<file path="config.mk">
export PLATFORM = sky130hd
export DESIGN_NAME = drum_phase_seq
export DESIGN_NICKNAME = d
export VERILOG_FILES = /design/src/rtl/drum_seq_pkg.sv /design/src/rtl/seq_search_flag.sv /design/src/rtl/seq_shift_reg.sv /design/src/rtl/drum_phase_seq.sv
export SDC_FILE = /design/constraint.sdc
export NUM_CORES = 1
export LEC_CHECK = 0
export BUFFER_PORTS_ARGS = -buffer_cell sky130_fd_sc_hd__buf_2
export CAP_MARGIN = 20
export CORE_UTILIZATION = 30
export CTS_CLUSTER_SIZE = 25
export DETAILED_ROUTE_END_ITERATION = 7
export PLACE_DENSITY = 0.58
export SLEW_MARGIN = 30
export SYNTH_ARGS = -nofsm -noshare
export SYNTH_HDL_FRONTEND = slang
export SYNTH_SLANG_ARGS = --single-unit
export TNS_END_PERCENT = 1
</file>
<file path="constraint.sdc">
create_clock -name clk -period 1.7 [get_ports clk]
set_clock_uncertainty 0.2 [all_clocks]
set_input_delay 0.17 -clock clk [delete_from_list [all_inputs] [get_ports clk]]
set_output_delay 0.17 -clock clk [all_outputs]
set_load 0.005 [all_outputs]
</file>
<file path="src/rtl/drum_seq_pkg.sv">
package drum_seq_pkg;

    typedef enum logic [1:0] {
        PH_SEEK_INSTR = 2'b00,
        PH_READ_INSTR = 2'b01,
        PH_SEEK_OPND  = 2'b10,
        PH_EXECUTE    = 2'b11
    } phase_e;

    localparam int TRACK_DIGITS = 6;
    localparam int ORDER_DIGITS = 4;
    localparam int RUN_STAGE    = 1;

endpackage

</file>
<file path="src/rtl/seq_search_flag.sv">
module seq_search_flag (
    input  logic clk,
    input  logic rst,
    input  logic word_end,
    input  logic cmp_en,
    input  logic ann_digit,
    input  logic addr_digit,
    input  logic inc_en,
    input  logic cnt_digit,
    output logic k_flag
);

    always_ff @(posedge clk) begin
        if (rst)
            k_flag <= 1'b0;
        else if (word_end)
            k_flag <= 1'b1;
        else if (cmp_en && (ann_digit != addr_digit))
            k_flag <= 1'b0;
        else if (inc_en && !cnt_digit)
            k_flag <= 1'b0;
    end

    AST_FLAG_ARMED_AT_T: assert property (@(posedge clk) disable iff (rst)
        word_end |=> k_flag);

    AST_FLAG_CLEAR_STICKY: assert property (@(posedge clk) disable iff (rst)
        (!k_flag && !word_end) |=> !k_flag);

endmodule

</file>
<file path="src/rtl/seq_shift_reg.sv">
module seq_shift_reg #(
    parameter int WIDTH     = 6,
    parameter bit HAS_SET   = 1'b0,
    parameter int SET_STAGE = 0
) (
    input  logic             clk,
    input  logic             rst,
    input  logic             shift_en,
    input  logic             din,
    input  logic             set_en,
    output logic [WIDTH-1:0] q
);

    localparam int TOP = WIDTH - 1;

    generate
        if (HAS_SET) begin : g_settable
            always_ff @(posedge clk) begin
                if (rst)
                    q <= '0;
                else if (shift_en)
                    q <= {q[TOP-1:0], din};
                else if (set_en)
                    q[SET_STAGE] <= 1'b1;
            end
        end else begin : g_plain
            always_ff @(posedge clk) begin
                if (rst)
                    q <= '0;
                else if (shift_en)
                    q <= {q[TOP-1:0], din};
            end
        end
    endgenerate

    AST_SHIFT_HEAD_TAKES_DIGIT: assert property (@(posedge clk) disable iff (rst)
        shift_en |=> (q[0] == $past(din)));

    AST_SHIFT_HOLDS_IDLE: assert property (@(posedge clk) disable iff (rst)
        (!shift_en && !set_en) |=> $stable(q));

endmodule

</file>
<file path="src/rtl/drum_phase_seq.sv">
module drum_phase_seq
    import drum_seq_pkg::*;
#(
    parameter int TRACK_W = TRACK_DIGITS,
    parameter int ORDER_W = ORDER_DIGITS,
    parameter int RUN_BIT = RUN_STAGE
) (
    input  logic               clk,
    input  logic               rst,
    input  logic               t_strobe,
    input  logic               u_win,
    input  logic               z_win,
    input  logic               x_win,
    input  logic               w_win,
    input  logic               ann_digit,
    input  logic               pc_digit,
    input  logic               ir_digit,
    input  logic               start_pulse,
    output logic [1:0]         phase,
    output logic [TRACK_W-1:0] track_sel,
    output logic [ORDER_W-1:0] order_reg,
    output logic               pc_next_digit,
    output logic               blocked
);

    phase_e state_q;
    phase_e state_d;

    logic k_flag;
    logic seeking;
    logic addr_digit;
    logic cmp_en;
    logic inc_en;
    logic track_shift;
    logic order_shift;
    logic run_bit;

    assign run_bit = order_reg[RUN_BIT];

    // State register
    always_ff @(posedge clk) begin
        if (rst)
            state_q <= PH_SEEK_INSTR;
        else
            state_q <= state_d;
    end

    // Next-state logic
    always_comb begin
        state_d = state_q;
        unique case (state_q)
            PH_SEEK_INSTR: if (t_strobe && k_flag && run_bit) state_d = PH_READ_INSTR;
            PH_READ_INSTR: if (t_strobe)                      state_d = PH_SEEK_OPND;
            PH_SEEK_OPND:  if (t_strobe && k_flag)            state_d = PH_EXECUTE;
            PH_EXECUTE:    if (t_strobe)                      state_d = PH_SEEK_INSTR;
            default:                                          state_d = PH_SEEK_INSTR;
        endcase
    end

    // Output and control decode
    always_comb begin
        seeking       = (state_q == PH_SEEK_INSTR) || (state_q == PH_SEEK_OPND);
        addr_digit    = (state_q == PH_SEEK_INSTR) ? pc_digit : ir_digit;
        cmp_en        = seeking && u_win;
        track_shift   = seeking && z_win;
        order_shift   = (state_q == PH_SEEK_OPND) && x_win;
        inc_en        = (state_q == PH_READ_INSTR) && w_win;
        pc_next_digit = (inc_en && k_flag) ? ~pc_digit : pc_digit;
        phase         = state_q;
        blocked       = ~run_bit;
    end

    seq_search_flag u_search (
        .clk        (clk),
        .rst        (rst),
        .word_end   (t_strobe),
        .cmp_en     (cmp_en),
        .ann_digit  (ann_digit),
        .addr_digit (addr_digit),
        .inc_en     (inc_en),
        .cnt_digit  (pc_digit),
        .k_flag     (k_flag)
    );

    seq_shift_reg #(
        .WIDTH     (TRACK_W),
        .HAS_SET   (1'b0),
        .SET_STAGE (0)
    ) u_track (
        .clk      (clk),
        .rst      (rst),
        .shift_en (track_shift),
        .din      (addr_digit),
        .set_en   (1'b0),
        .q        (track_sel)
    );

    seq_shift_reg #(
        .WIDTH     (ORDER_W),
        .HAS_SET   (1'b1),
        .SET_STAGE (RUN_BIT)
    ) u_order (
        .clk      (clk),
        .rst      (rst),
        .shift_en (order_shift),
        .din      (ir_digit),
        .set_en   (start_pulse),
        .q        (order_reg)
    );

    AST_PHASE_ONLY_AT_T: assert property (@(posedge clk) disable iff (rst)
        !t_strobe |=> (phase == $past(phase)));

    AST_READ_ONE_WORD: assert property (@(posedge clk) disable iff (rst)
        (phase == 2'b01 && t_strobe) |=> (phase == 2'b10));

    AST_EXEC_ONE_WORD: assert property (@(posedge clk) disable iff (rst)
        (phase == 2'b11 && t_strobe) |=> (phase == 2'b00));

    AST_BLOCKED_HOLDS_SEEK: assert property (@(posedge clk) disable iff (rst)
        (phase == 2'b00 && blocked) |=> (phase == 2'b00));

    AST_START_RELEASES: assert property (@(posedge clk) disable iff (rst)
        (start_pulse && !(phase == 2'b10 && x_win)) |=> !blocked);

    AST_OPND_NEEDS_MATCH: assert property (@(posedge clk) disable iff (rst)
        (phase == 2'b10 && t_strobe && !k_flag) |=> (phase == 2'b10));

    AST_COUNTER_PASSTHRU: assert property (@(posedge clk) disable iff (rst)
        !(phase == 2'b01 && w_win) |-> (pc_next_digit == pc_digit));

endmodule

</file>
# --- Word-level counts from Yosys, hierarchy flattened ---
# Cells that the tools add are included.
totals:
  input_bits: 11
  ramBits: 0
  register_bits: 13
  romBits: 0
  memories: 0
  latchBits: 0
  wordCells: 42
classes:
  bitwise_logic: 2
  n_lt_le_gt_ge: 0
  multipliers: 0
  shifts: 0
  n_addsub: 0
  mux: 12
  n_eq_ne: 8
  div_mod_pow: 0
  n_reduce_logical: 15
op_table:
  columns: ["cell", "n"]
  rows:
  - ["$logic_and 1x1->1", 9]
  - ["$mux 2", 4]
  - ["$ne 2x2->1 const B", 4]
  - ["$pmux 2 s4", 1]
  - ["$mux 1", 7]
  - ["$eq 2x2->1 const B", 2]
  - ["$reduce_and 4->1", 1]
  - ["$reduce_bool 3->1", 1]
  - ["$eq 2x1->1 const B", 1]
  - ["$logic_not 2->1", 1]
  - ["$not 1->1", 2]
  - ["$reduce_bool 2->1", 1]
  - ["$logic_not 1->1", 1]
  - ["$logic_or 1x1->1", 1]
  - ["$ne 1x1->1", 1]

# --- Depth between registers and ports, before layout ---
# Gate-level depths: netlist of run 1.
logic_depth:
  word_depth: 6
  mapped_depth: 6
  mapped_depth_nobuf: 5

# --- By module ---
# Synthesis of run 1 repeated with hierarchy kept, for this count alone.
unflattened:
  cells_unflattened: 66
  hier_area_um2: 671.9
by_module_without_submodules:
  columns: ["mod", "cells_each", "area_per_inst_um2", "n_inst"]
  rows:
  - ["drum_phase_seq", 27, 245.2, 1]
  - ["seq_shift_reg (u_track)", 19, 214.0, 1]
  - ["seq_shift_reg (u_order)", 14, 150.1, 1]
  - ["seq_search_flag", 6, 62.6, 1]

# --- Least setup slack after synthesis of run 1 ---
# Ideal clock, no wire load.
synth_timing:
  path_kind: "flip-flop to flip-flop"
  start: "reg state_q[0] (netlist: phase[0])"
  end: "reg u_track.q[0]"
  path_buffers: 1
  period_less_slack_ns: 1.621
  setup_time_ns: 0.128
  arrival_time_ns: 1.294
  t_required_ns: 1.372
  slack_ns: 0.079
  path_stages_with_launch: 7
  cell_sequence: "dfxtp_1 > inv_1 > ha_1 > buf_6 > o21ai_4 > mux2i_1 > nor2_1"
synth_via:
  elab_chain_len: 3
  word_cells_on_any_way: 5
synth_rtl:
  columns: ["item", "line", "text"]
  rows:
  - ["start, declared", "drum_phase_seq.sv:26", "phase_e state_q;"]
  - ["start signal, assigned", "drum_phase_seq.sv:45", "state_q <= state_d;"]
  - ["$eq 2x2->1 / $logic_not 2->1 (equally long branches)", "drum_phase_seq.sv:62, drum_phase_seq.sv:63", null]
  - ["$logic_or 1x1->1", "drum_phase_seq.sv:62", "seeking = (state_q == PH_SEEK_INSTR) || (state_q == PH_SEEK_OPND);"]
  - ["$logic_and 1x1->1", "drum_phase_seq.sv:65", "track_shift = seeking && z_win;"]
  - ["end signal, assigned", "seq_shift_reg.sv:31", "q <= {q[TOP-1:0], din};"]
  - ["end, declared", "seq_shift_reg.sv:11", "output logic [WIDTH-1:0] q"]
# Parallel ways exist; a longest one is shown, timed or not.
# A chain may end at the register's enable or synchronous reset.

# --- Worst setup path in the final report of run 1 ---
layout_timing:
  start: "reg state_q[0] (netlist: phase[0])"
  end: "out pc_next_digit"
layout_via:
  elab_chain_len: 4
layout_rtl:
  columns: ["item", "line", "text"]
  rows:
  - ["$eq 2x1->1", "drum_phase_seq.sv:67", "inc_en = (state_q == PH_READ_INSTR) && w_win;"]
  - ["$logic_and 1x1->1", "drum_phase_seq.sv:67", null]
  - ["$logic_and 1x1->1", "drum_phase_seq.sv:68", "pc_next_digit = (inc_en && k_flag) ? ~pc_digit : pc_digit;"]
  - ["$mux 1", "drum_phase_seq.sv:68", null]
  - ["end, declared", "drum_phase_seq.sv:22", "output logic pc_next_digit,"]
# No other way between the ends.

==> impl_results.md, run 1 <==
* Crit path DAT at between 1 and 1.5 ns
* Pin count of the biggest net entering global routing at 16
* Port Buffer Count at 24
* Crit path cell chain: buf_4, ha_4, nand3_1, xnor2_1, buf_2
* Worst-Margin Slew at ~0.28 ns
* Run status: complete, no violations
* H-tree depth at 1
* Crit path max-delay cell type: dfxtp_2
* PwrDens at roughly 740 nW/µm²
* Post-synth top area share at 0.393
* Synth unique cells at 25
* Mean Syn Cell Area at around 9.2 µm²
* Total track usage at 0.130
* Initial core utilization at 0.327
* Synth Register Bits at 13
* Normalized max-slew margin at 0.811
* Vias at roughly 610
* Final setup fails at 0
* Post-DP Area at ~810 µm²
* Synth warn at 0
* Max-cap violation count at 0
* Clock Tree Buf Depth at 2
* PnR worst setup slack at between 0.09 and 0.1 ns
* Post-DP HPWL at 1030 µm
* Dpl cells at between 100 and 150
* Synth Flop Type: dfxtp_1
* VDD IR max at roughly 0.28 mV
* Gate Count Post-Synth at 72
* Final instance area at 892 µm²
* First-pass GRT wire length at 2390 µm
* CP Launch Type: register
* ANT nets after route at 0
* Area grow syn2layout at 34.8%
* CTS clk-pin slew, worst paths at around 0.090 ns
* Syn nets at 88
* CTS tree: built
* Layout cells sized above 1 at 0.350
* Gpl congestion at 0.708
* Final count of pins violating max slew at 0
* Final period util at 0.945
* DRC viols at 0
* Hold crit path type: input port to register
* Crit. End Element: output pin
* DRT iter0 DRCs at 9
* Drt first pass iters at 3
* Clock latency on the worst-skew pair at ~0.28 ns
* Antenna cells at 0
* Core area at 2020 µm²
* Post-synth EDFFs at 0
* CTS Buf Count at 3
* Wirelength, routed at between 1000 and 1500 µm
* Die W at just under 50 µm
* Top-count cell post-synth: dfxtp_1
* Number of global-route vias before repair at 557
* Fmax at ~0.62 GHz
* Buf+Inv Stages, Crit Path at 2
* Clock root cell: clkbuf_4
* Yosys top cell by area: dfxtp_1
* I/O pin cnt at 25
* Average wire per standard cell at around 11 µm
* Nets@finish at 120
* Global route total overflow at 0
* Setup Buffers After CTS at 0
* Critical Path RT at between 1 and 1.5 ns
* Leakage at a little over 0.0004 µW
* Synth async-reset ratio at 0
* Post-synthesis cell area at about 660 µm²
* Top delay family on crit path: flip-flops
* Place WS at about 0.032 ns
* Die area at between 2000 and 2500 µm²
* RSZ-0062 raised after global routing: no
* Critical path class: register to output pin
* FF-to-FF setup slack at 0.12 ns
* Cell Rows at 16
* Fin crit period at between 1.5 and 2 ns
* CTS Sinks at 13
* Smallest hold slack at approximately 0.024 ns
* Initial antenna violation count at 0
* Largest cells by area after synthesis: dfxtp_1 (39%), ha_1 (9.5%), mux2i_1 (9.1%), nand2_1 (4.0%), nor2_1 (4.0%)
* Critical path's largest stage delay at around 0.33 ns
* Post-synth top cells: dfxtp_1 (13), nand2_1 (7), nor2_1 (7), mux2i_1 (6)
* Post-Route Setup TNS at 0 ns
* Crit-path max FO at 4
* Die H at about 49 µm
* Seq/Total Area, Yosys at 0.393
* Vias per inst at 4.68
* Fin. Hold Viols at 0
* Post-route insts no fill at 130
==> flip-flops by register name, indices dropped and copies added (netlist names) <==
name             cells
u_track.q            6
u_order.q            4
phase                2
u_search.k_flag      1
==> metrics by stage <==
step                utilization  total power (µW)
CTS                       0.433               658
global placement          0.400               454
detailed placement        0.400               455
global route              0.441               697
floorplan                     -               410
finish                    0.441               662
==> power breakdown <==
group	internal [µW]	total, µW	switching [µW]
sequential	317	327	9.76
combinational	68.5	134	65.7
clock	91.0	201	110
total	477	662	185
==> cell usage in the layout, fill, tap and decap left out, types with 2 or more instances in the layout <==
master	netlist	layout
a21oi_1	5	5
buf_2	0	24
buf_4	1	2
clkbuf_4	0	3
dfxtp_1	13	11
dfxtp_2	0	2
dlygate4sd3_1	0	4
ha_1	5	3
inv_1	3	2
mux2i_1	6	6
nand2_1	7	7
nand2b_1	2	2
nand3_1	5	5
nor2_1	7	7
o31ai_1	2	2
xnor2_1	3	3
==> cells by family (layout without fill, tap and decap cells) <==
kind of cell | count (synthesis) | in the layout | share of synthesized area
adders and majority gates | 5 | 5 | 0.0945
and+or+nand+nor | 25 | 25 | 0.172
DFF | 13 | 13 | 0.393
buffers and inverters | 6 | 37 | 0.0510
muxes | 7 | 7 | 0.108
xor gates and xnor gates | 3 | 3 | 0.0397
AOI/OAI and AO/OA | 13 | 13 | 0.142
==> what timing repair did <==
action                     CTS  global route
setup endpoints to repair    1             8
pin swaps                    0             1
hold endpoints to repair     5             0
gates resized for setup      1             5
hold buffers                 4             0
==> final cells by class <==
type                            count  area [µm²]
Fill cell                         227        1130
Multi-Input combinational cell     53         383
Sequential cell                    13         263
Timing Repair Buffer               30         175
Tap cell                           27        33.8
Clock buffer                        4        26.3
Inverter                            3        11.3
==> routing by layer <==
metal / vias up / track usage / routed length, µm
met4: 0 / 0.0735 / 13
met5: - / 0 / 0
met1: 277 / 0.159 / 723
li1: 310 / - / -
met3: 2 / 0.0405 / 53
met2: 19 / 0.199 / 642
==> path summary, 6_finish.rpt <==
path / startpoint / endpoint / depth (start not counted)
max: phase[0] / pc_next_digit / 5
min: rst / u_track.q[5] / 2
max reg2reg: phase[0] / u_track.q[0] / 5
min reg2reg: u_order.q[3] / u_order.q[3] / 2
Note: power is estimated with default switching activity, not from simulation.
==> run 2, diff against run 1 <==
- CORE_ASPECT_RATIO: not set -> 0.6
- SLEW_MARGIN: 30 -> not set
==> run 2 against run 1 <==
Cell count down 0.77%. Highest routed layer unchanged. Core utilization up 0.47 points. Clock power up 35%. Power up 9.4%. Global-route usage up 0.36 points. Count of clock-buffer cells in the layout unchanged. Die area up 0.27%. Wire length down 0.14%. Worst hold slack worse by 0.0082 ns.
==> impl_results.md, run 2 (same netlist as run 1, synthesis figures left out) <==
* CTS clk-pin slew, worst paths at roughly 0.05 ns
* Util after Layout at 0.446
* Met2 usage at 0.209
* Area grow syn2layout at 32.5%
* PwrDens at between 800 and 900 nW/µm²
* Critical Path RT at between 1 and 1.5 ns
* DRT iter0 DRCs at 12
* Final period util at 0.952
* Initial core utilization at 0.337
* Cell Rows at 12
* Setup Buffers After CTS at 0
* Die H at approximately 38 µm
* CP Launch Type: register
* CTS tree: built
* Fin. Hold Viols at 0
* Buf+Inv Stages, Crit Path at 2
* Port Buffer Count at 24
* Vias per inst at approximately 4.5
* Met3 Usage GRT at 0.0655
* Design Power at around 720 µW
* Gpl congestion at 0.763
* Final count of pins violating max slew at 0
* Max-cap violation count at 0
* Largest Register: u_track.q
* GR Layer Usage met1 at 0.158
* Global route hottest layer: met2
* Max reg flops at 6
* Crit path cell chain: buf_4, ha_2, nand3_1, xnor2_1, buf_2
* Hold crit path type: input port to register
* Fmax at just over 0.6 GHz
* Antenna cells at 0
* Worst-Margin Slew at about 0.28 ns
* Vias at approximately 580
* Average wire per standard cell at between 10 and 15 µm
* Crit path max-delay cell type: dfxtp_1
* Initial antenna violation count at 0
* Storage element area at ~260 µm²
* RSZ-0062 raised after global routing: yes
* Total track usage at 0.133
* H-tree depth at 1
* Nets@finish at roughly 120
* Normalized max-slew margin at 0.812
* Crit path DAT at 1.25 ns
* First-pass GRT wire length at between 2000 and 2500 µm
* Core area at between 1500 and 2000 µm²
* Final setup fails at 0
* Wirelength, routed at 1430 µm
* Die W at around 63 µm
* Critical path's largest stage delay at ~0.32 ns
* ANT nets after route at 0
* Fin crit period at between 1.5 and 2 ns
* Crit-path max FO at 4
* Top delay family on crit path: flip-flops
* CTS Sinks at 13
* Pin count of the biggest net entering global routing at 16
* CTS Buf Count at 3
* Area of the multi-input gates at 373 µm²
* Leakage at ~0.00041 µW
* Clock Tree Buf Depth at 2
* Die area at around 2400 µm²
* Run status: complete, no violations
* Critical path class: register to output pin
* Post-DP HPWL at about 1100 µm
* Number of global-route vias before repair at 499
* Global route total overflow at 0
* Drt first pass iters at 3
* FILL cells at between 150 and 200
* Layout cells sized above 1 at 0.337
* Smallest hold slack at between 0.015 and 0.02 ns
* Clock root cell: clkbuf_8
* VDD IR max at ~0.35 mV
* Commonest non-fill, non-tap cell in the layout: buf_2
* I/O pin cnt at 25
* DRC viols at 0
* Crit. End Element: output pin
* Leading cell types in the layout, fill and taps excluded: buf_2 (24), dfxtp_1 (13), nand2_1 (7), nor2_1 (7), mux2i_1 (6)
* Clock latency on the worst-skew pair at between 0.2 and 0.25 ns
[run 2: changes by cell type in the layout (fill, tap and decap cells not counted), moves of 2 or more]
cell	before	now
clkbuf_4	3	0
dlygate4sd3_1	4	1
dfxtp_2	2	0
dfxtp_1	11	13
clkbuf_8	0	3
[run 2: routing by layer]
layer / vias up / part of all wire
met3: 2 / 0.043
li1: 303 / -
met2: 12 / 0.44
met4: 0 / 0.012
met1: 264 / 0.50
met5: - / 0
[run 2: worst paths after layout]
| kind | start | cells past startpoint | slack (ns) | endpoint |
|---|---|---|---|---|
| hold / removal | ir_digit | 3 | 0.02 | u_order.q[0] |
| hold reg to reg | u_order.q[3] | 2 | 0.25 | u_order.q[3] |
| setup reg to reg | phase[1] | 5 | 0.11 | u_track.q[2] |
| setup / recovery | phase[0] | 5 | 0.08 | pc_next_digit |
[run 2: per-stage QoR]
stage                     setup slack, ns  setup TNS, ns  instances  cell area, µm²
after floorplan                    0.0786              0         72             662
after global placement              0.122              0        124             817
after detailed placement           0.0754              0        124             817
after CTS                          0.0336              0        129             872
after global routing              -0.0452        -0.0452        129             877
final                              0.0818              0        129             877
[run 2: worst reg2reg max path: stages, from the launching register on]
cell	delay (ns)
dfxtp_1	0.31
buf_4	0.14
ha_1	0.23
o21ai_4	0.29
mux2i_1	0.24
nor2_1	0.06
[run 2: report_power, final]
group / switching [µW] / total (µW) / internal (µW)
clock network: 106 / 271 / 165
logic: 64.2 / 128 / 63.5
registers: 8.42 / 326 / 318
[run 2: cell type report]
type,instances,area share
Inverter,3,0.0128
Sequential cell,13,0.297
Tap cell,28,0.0399
Clock buffer,4,0.0514
Multi-Input combinational cell,53,0.425
Timing Repair Buffer,28,0.174
[run 2: what timing repair did]
| action | CTS | global route |
|---|---|---|
| setup endpoints to repair | 0 | 2 |
| gates resized for setup | 0 | 2 |
| hold buffers | 1 | 0 |
| endpoints found under the hold margin | 1 | 0 |
==> run 3, diff against run 2 <==
- SETUP_SLACK_MARGIN: not set -> 0.4
==> run 3 against run 2 <==
Wire length increased by 8.1%. Non-clock buffer count unchanged. Sequential share of layout area decreased by 1.0 points. Design area increased by 6.6%. Clock power increased by 3%. Core utilization increased by 2.9 points. Largest power group unchanged. Global-route usage increased by 2.5 points. First-iteration DRC count increased to 2.9 times the previous value. Combinational power increased by 9%. Count of clock-buffer cells in the layout unchanged.
==> impl_results.md, run 3 (same netlist as run 1, synthesis figures left out) <==
* Run status: complete, no violations
* Crit. End Element: output pin
* Nets@finish at 118
* Clock latency on the worst-skew pair at between 0.2 and 0.3 ns
* Pin count of the biggest net entering global routing at 16
* Commonest non-fill, non-tap cell in the layout: buf_2
* Port Buffer Count at 24
* Die area at between 2000 and 2500 µm²
* Initial antenna violation count at 0
* Fin. Hold Viols at 0
* Core area at roughly 2000 µm²
* CTS Buf Count at 3
* Die W at approximately 63 µm
* DRT iter0 DRCs at 35
* FILL cells at 200
* Normalized max-slew margin at 0.812
* Cell Rows at 12
* Area of the multi-input gates at about 420 µm²
* Vias per inst at around 4.6
* Worst-Margin Slew at 0.281 ns
* PnR worst setup slack at approximately 0.15 ns
* Max reg flops at 6
* Area grow syn2layout at 41.2%
* DRC viols at 0
* Hold crit path type: input port to register
* Antenna cells at 0
* Global route total overflow at 0
* Crit path cell chain: inv_4, ha_4, nand3_2, xnor2_2, buf_2
* CTS tree: built
* Critical path's largest stage delay at between 0.3 and 0.4 ns
* Post-Route Setup TNS at 0 ns
* H-tree depth at 1
* Buf+Inv Stages, Crit Path at 2
* CP Launch Type: register
* Fin crit period at between 1.5 and 2 ns
* Layout cells sized above 1 at 0.406
* Largest Register: u_track.q
* Final period util at 0.912
* RSZ-0062 raised after global routing: yes
* Dpl cells at approximately 120
* Critical Path RT at between 1 and 1.5 ns
* Post-route insts no fill at 129
* Smallest hold slack at 0.0166 ns
* PwrDens at ~800 nW/µm²
* Leading cell types in the layout, fill and taps excluded: buf_2 (24), dfxtp_1 (11), nand2_1 (7), nor2_1 (7), mux2i_1 (6)
* VDD IR max at around 0.36 mV
* Place WS at 0.167 ns
* Initial core utilization at 0.337
* Final count of pins violating max slew at 0
* Fmax at 0.645 GHz
* Number of global-route vias before repair at approximately 600
* Max-cap violation count at 0
* CTS Sinks at 13
* Average wire per standard cell at ~12 µm
* Wirelength, routed at between 1500 and 2000 µm
* Vias at around 600
* Design Power at 750 µW
* Top delay family on crit path: flip-flops
* Drt first pass iters at 4
* Gpl congestion at a little under 0.8
* Storage element area at approximately 270 µm²
* Critical path class: register to output pin
* Total track usage at 0.159
* Clock Tree Buf Depth at 2
* ANT nets after route at 0
* Leakage at 0.000426 µW
* First-pass GRT wire length at approximately 2700 µm
* I/O pin cnt at 25
* Post-DP HPWL at 1150 µm
* Crit path max-delay cell type: dfxtp_4
* Crit-path max FO at 4
* Die H at around 38 µm
* CTS clk-pin slew, worst paths at roughly 0.05 ns
* Crit path DAT at 1.18 ns
* Clock root cell: clkbuf_8
* Final setup fails at 0
-- run 3: cell count changes in the layout (fill, tap and decap cells not counted), moves of 2 or more --
cell     delta
ha_2        -2
dfxtp_4     +2
inv_1       -2
dfxtp_1     -2
inv_4       +2
ha_4        +3
-- run 3: final cells by class --
cell class              count  area share
repair buffers             28       0.163
clock buffers               4      0.0482
multi-input cells          53       0.447
inverters                   3      0.0174
well taps                  28      0.0375
flip-flops and latches     13       0.286
-- run 3: power breakdown --
part           internal [µW]  switching, µW
Clock                    166            113
Sequential               317           13.9
Combinational           71.6           68.7
Total                    554            195
-- run 3: what timing repair did --
| action | CTS | global route |
|---|---|---|
| endpoints found under the setup margin | 14 | 11 |
| buffers inserted | 2 | 1 |
| hold buffers | 1 | 0 |
| gates resized for setup | 5 | 1 |
| pin swaps | 1 | 0 |
| endpoints found under the hold margin | 1 | 0 |
-- run 3: path summary, 6_finish.rpt --
kind	slack [ns]	endpoint	start	cells after the start
setup / recovery	0.15	pc_next_digit	phase[1]	5
hold / removal	0.02	u_order.q[1]	start_pulse	3
setup reg to reg	0.17	phase[1]	phase[0]	5
hold reg to reg	0.25	u_order.q[3]	u_order.q[3]	2
-- run 3: worst reg2reg max path, delay by kind of cell, from the launching register on --
kind / cells / cell delay (ns)
compound gates: 2 / 0.29
simple gates: 1 / 0.23
buf+inv: 1 / 0.14
flops: 1 / 0.36
fa+ha+maj: 1 / 0.18
-- run 3: metrics by stage --
stage | utilization | cell area [µm²]
final | 0.475 | 935
after global routing | 0.475 | 935
after CTS | 0.468 | 920
after detailed placement | 0.417 | 820
after global placement | 0.417 | 820
after floorplan | - | 691
-- run 3: routing by layer --
layer  GRT usage  share of wire  vias to the layer above
met5           0              0                        -
met4       0.105          0.026                        0
met3      0.0804          0.061                        5
met2       0.236           0.41                       14
met1       0.182           0.50                      266
li1            -              -                      306
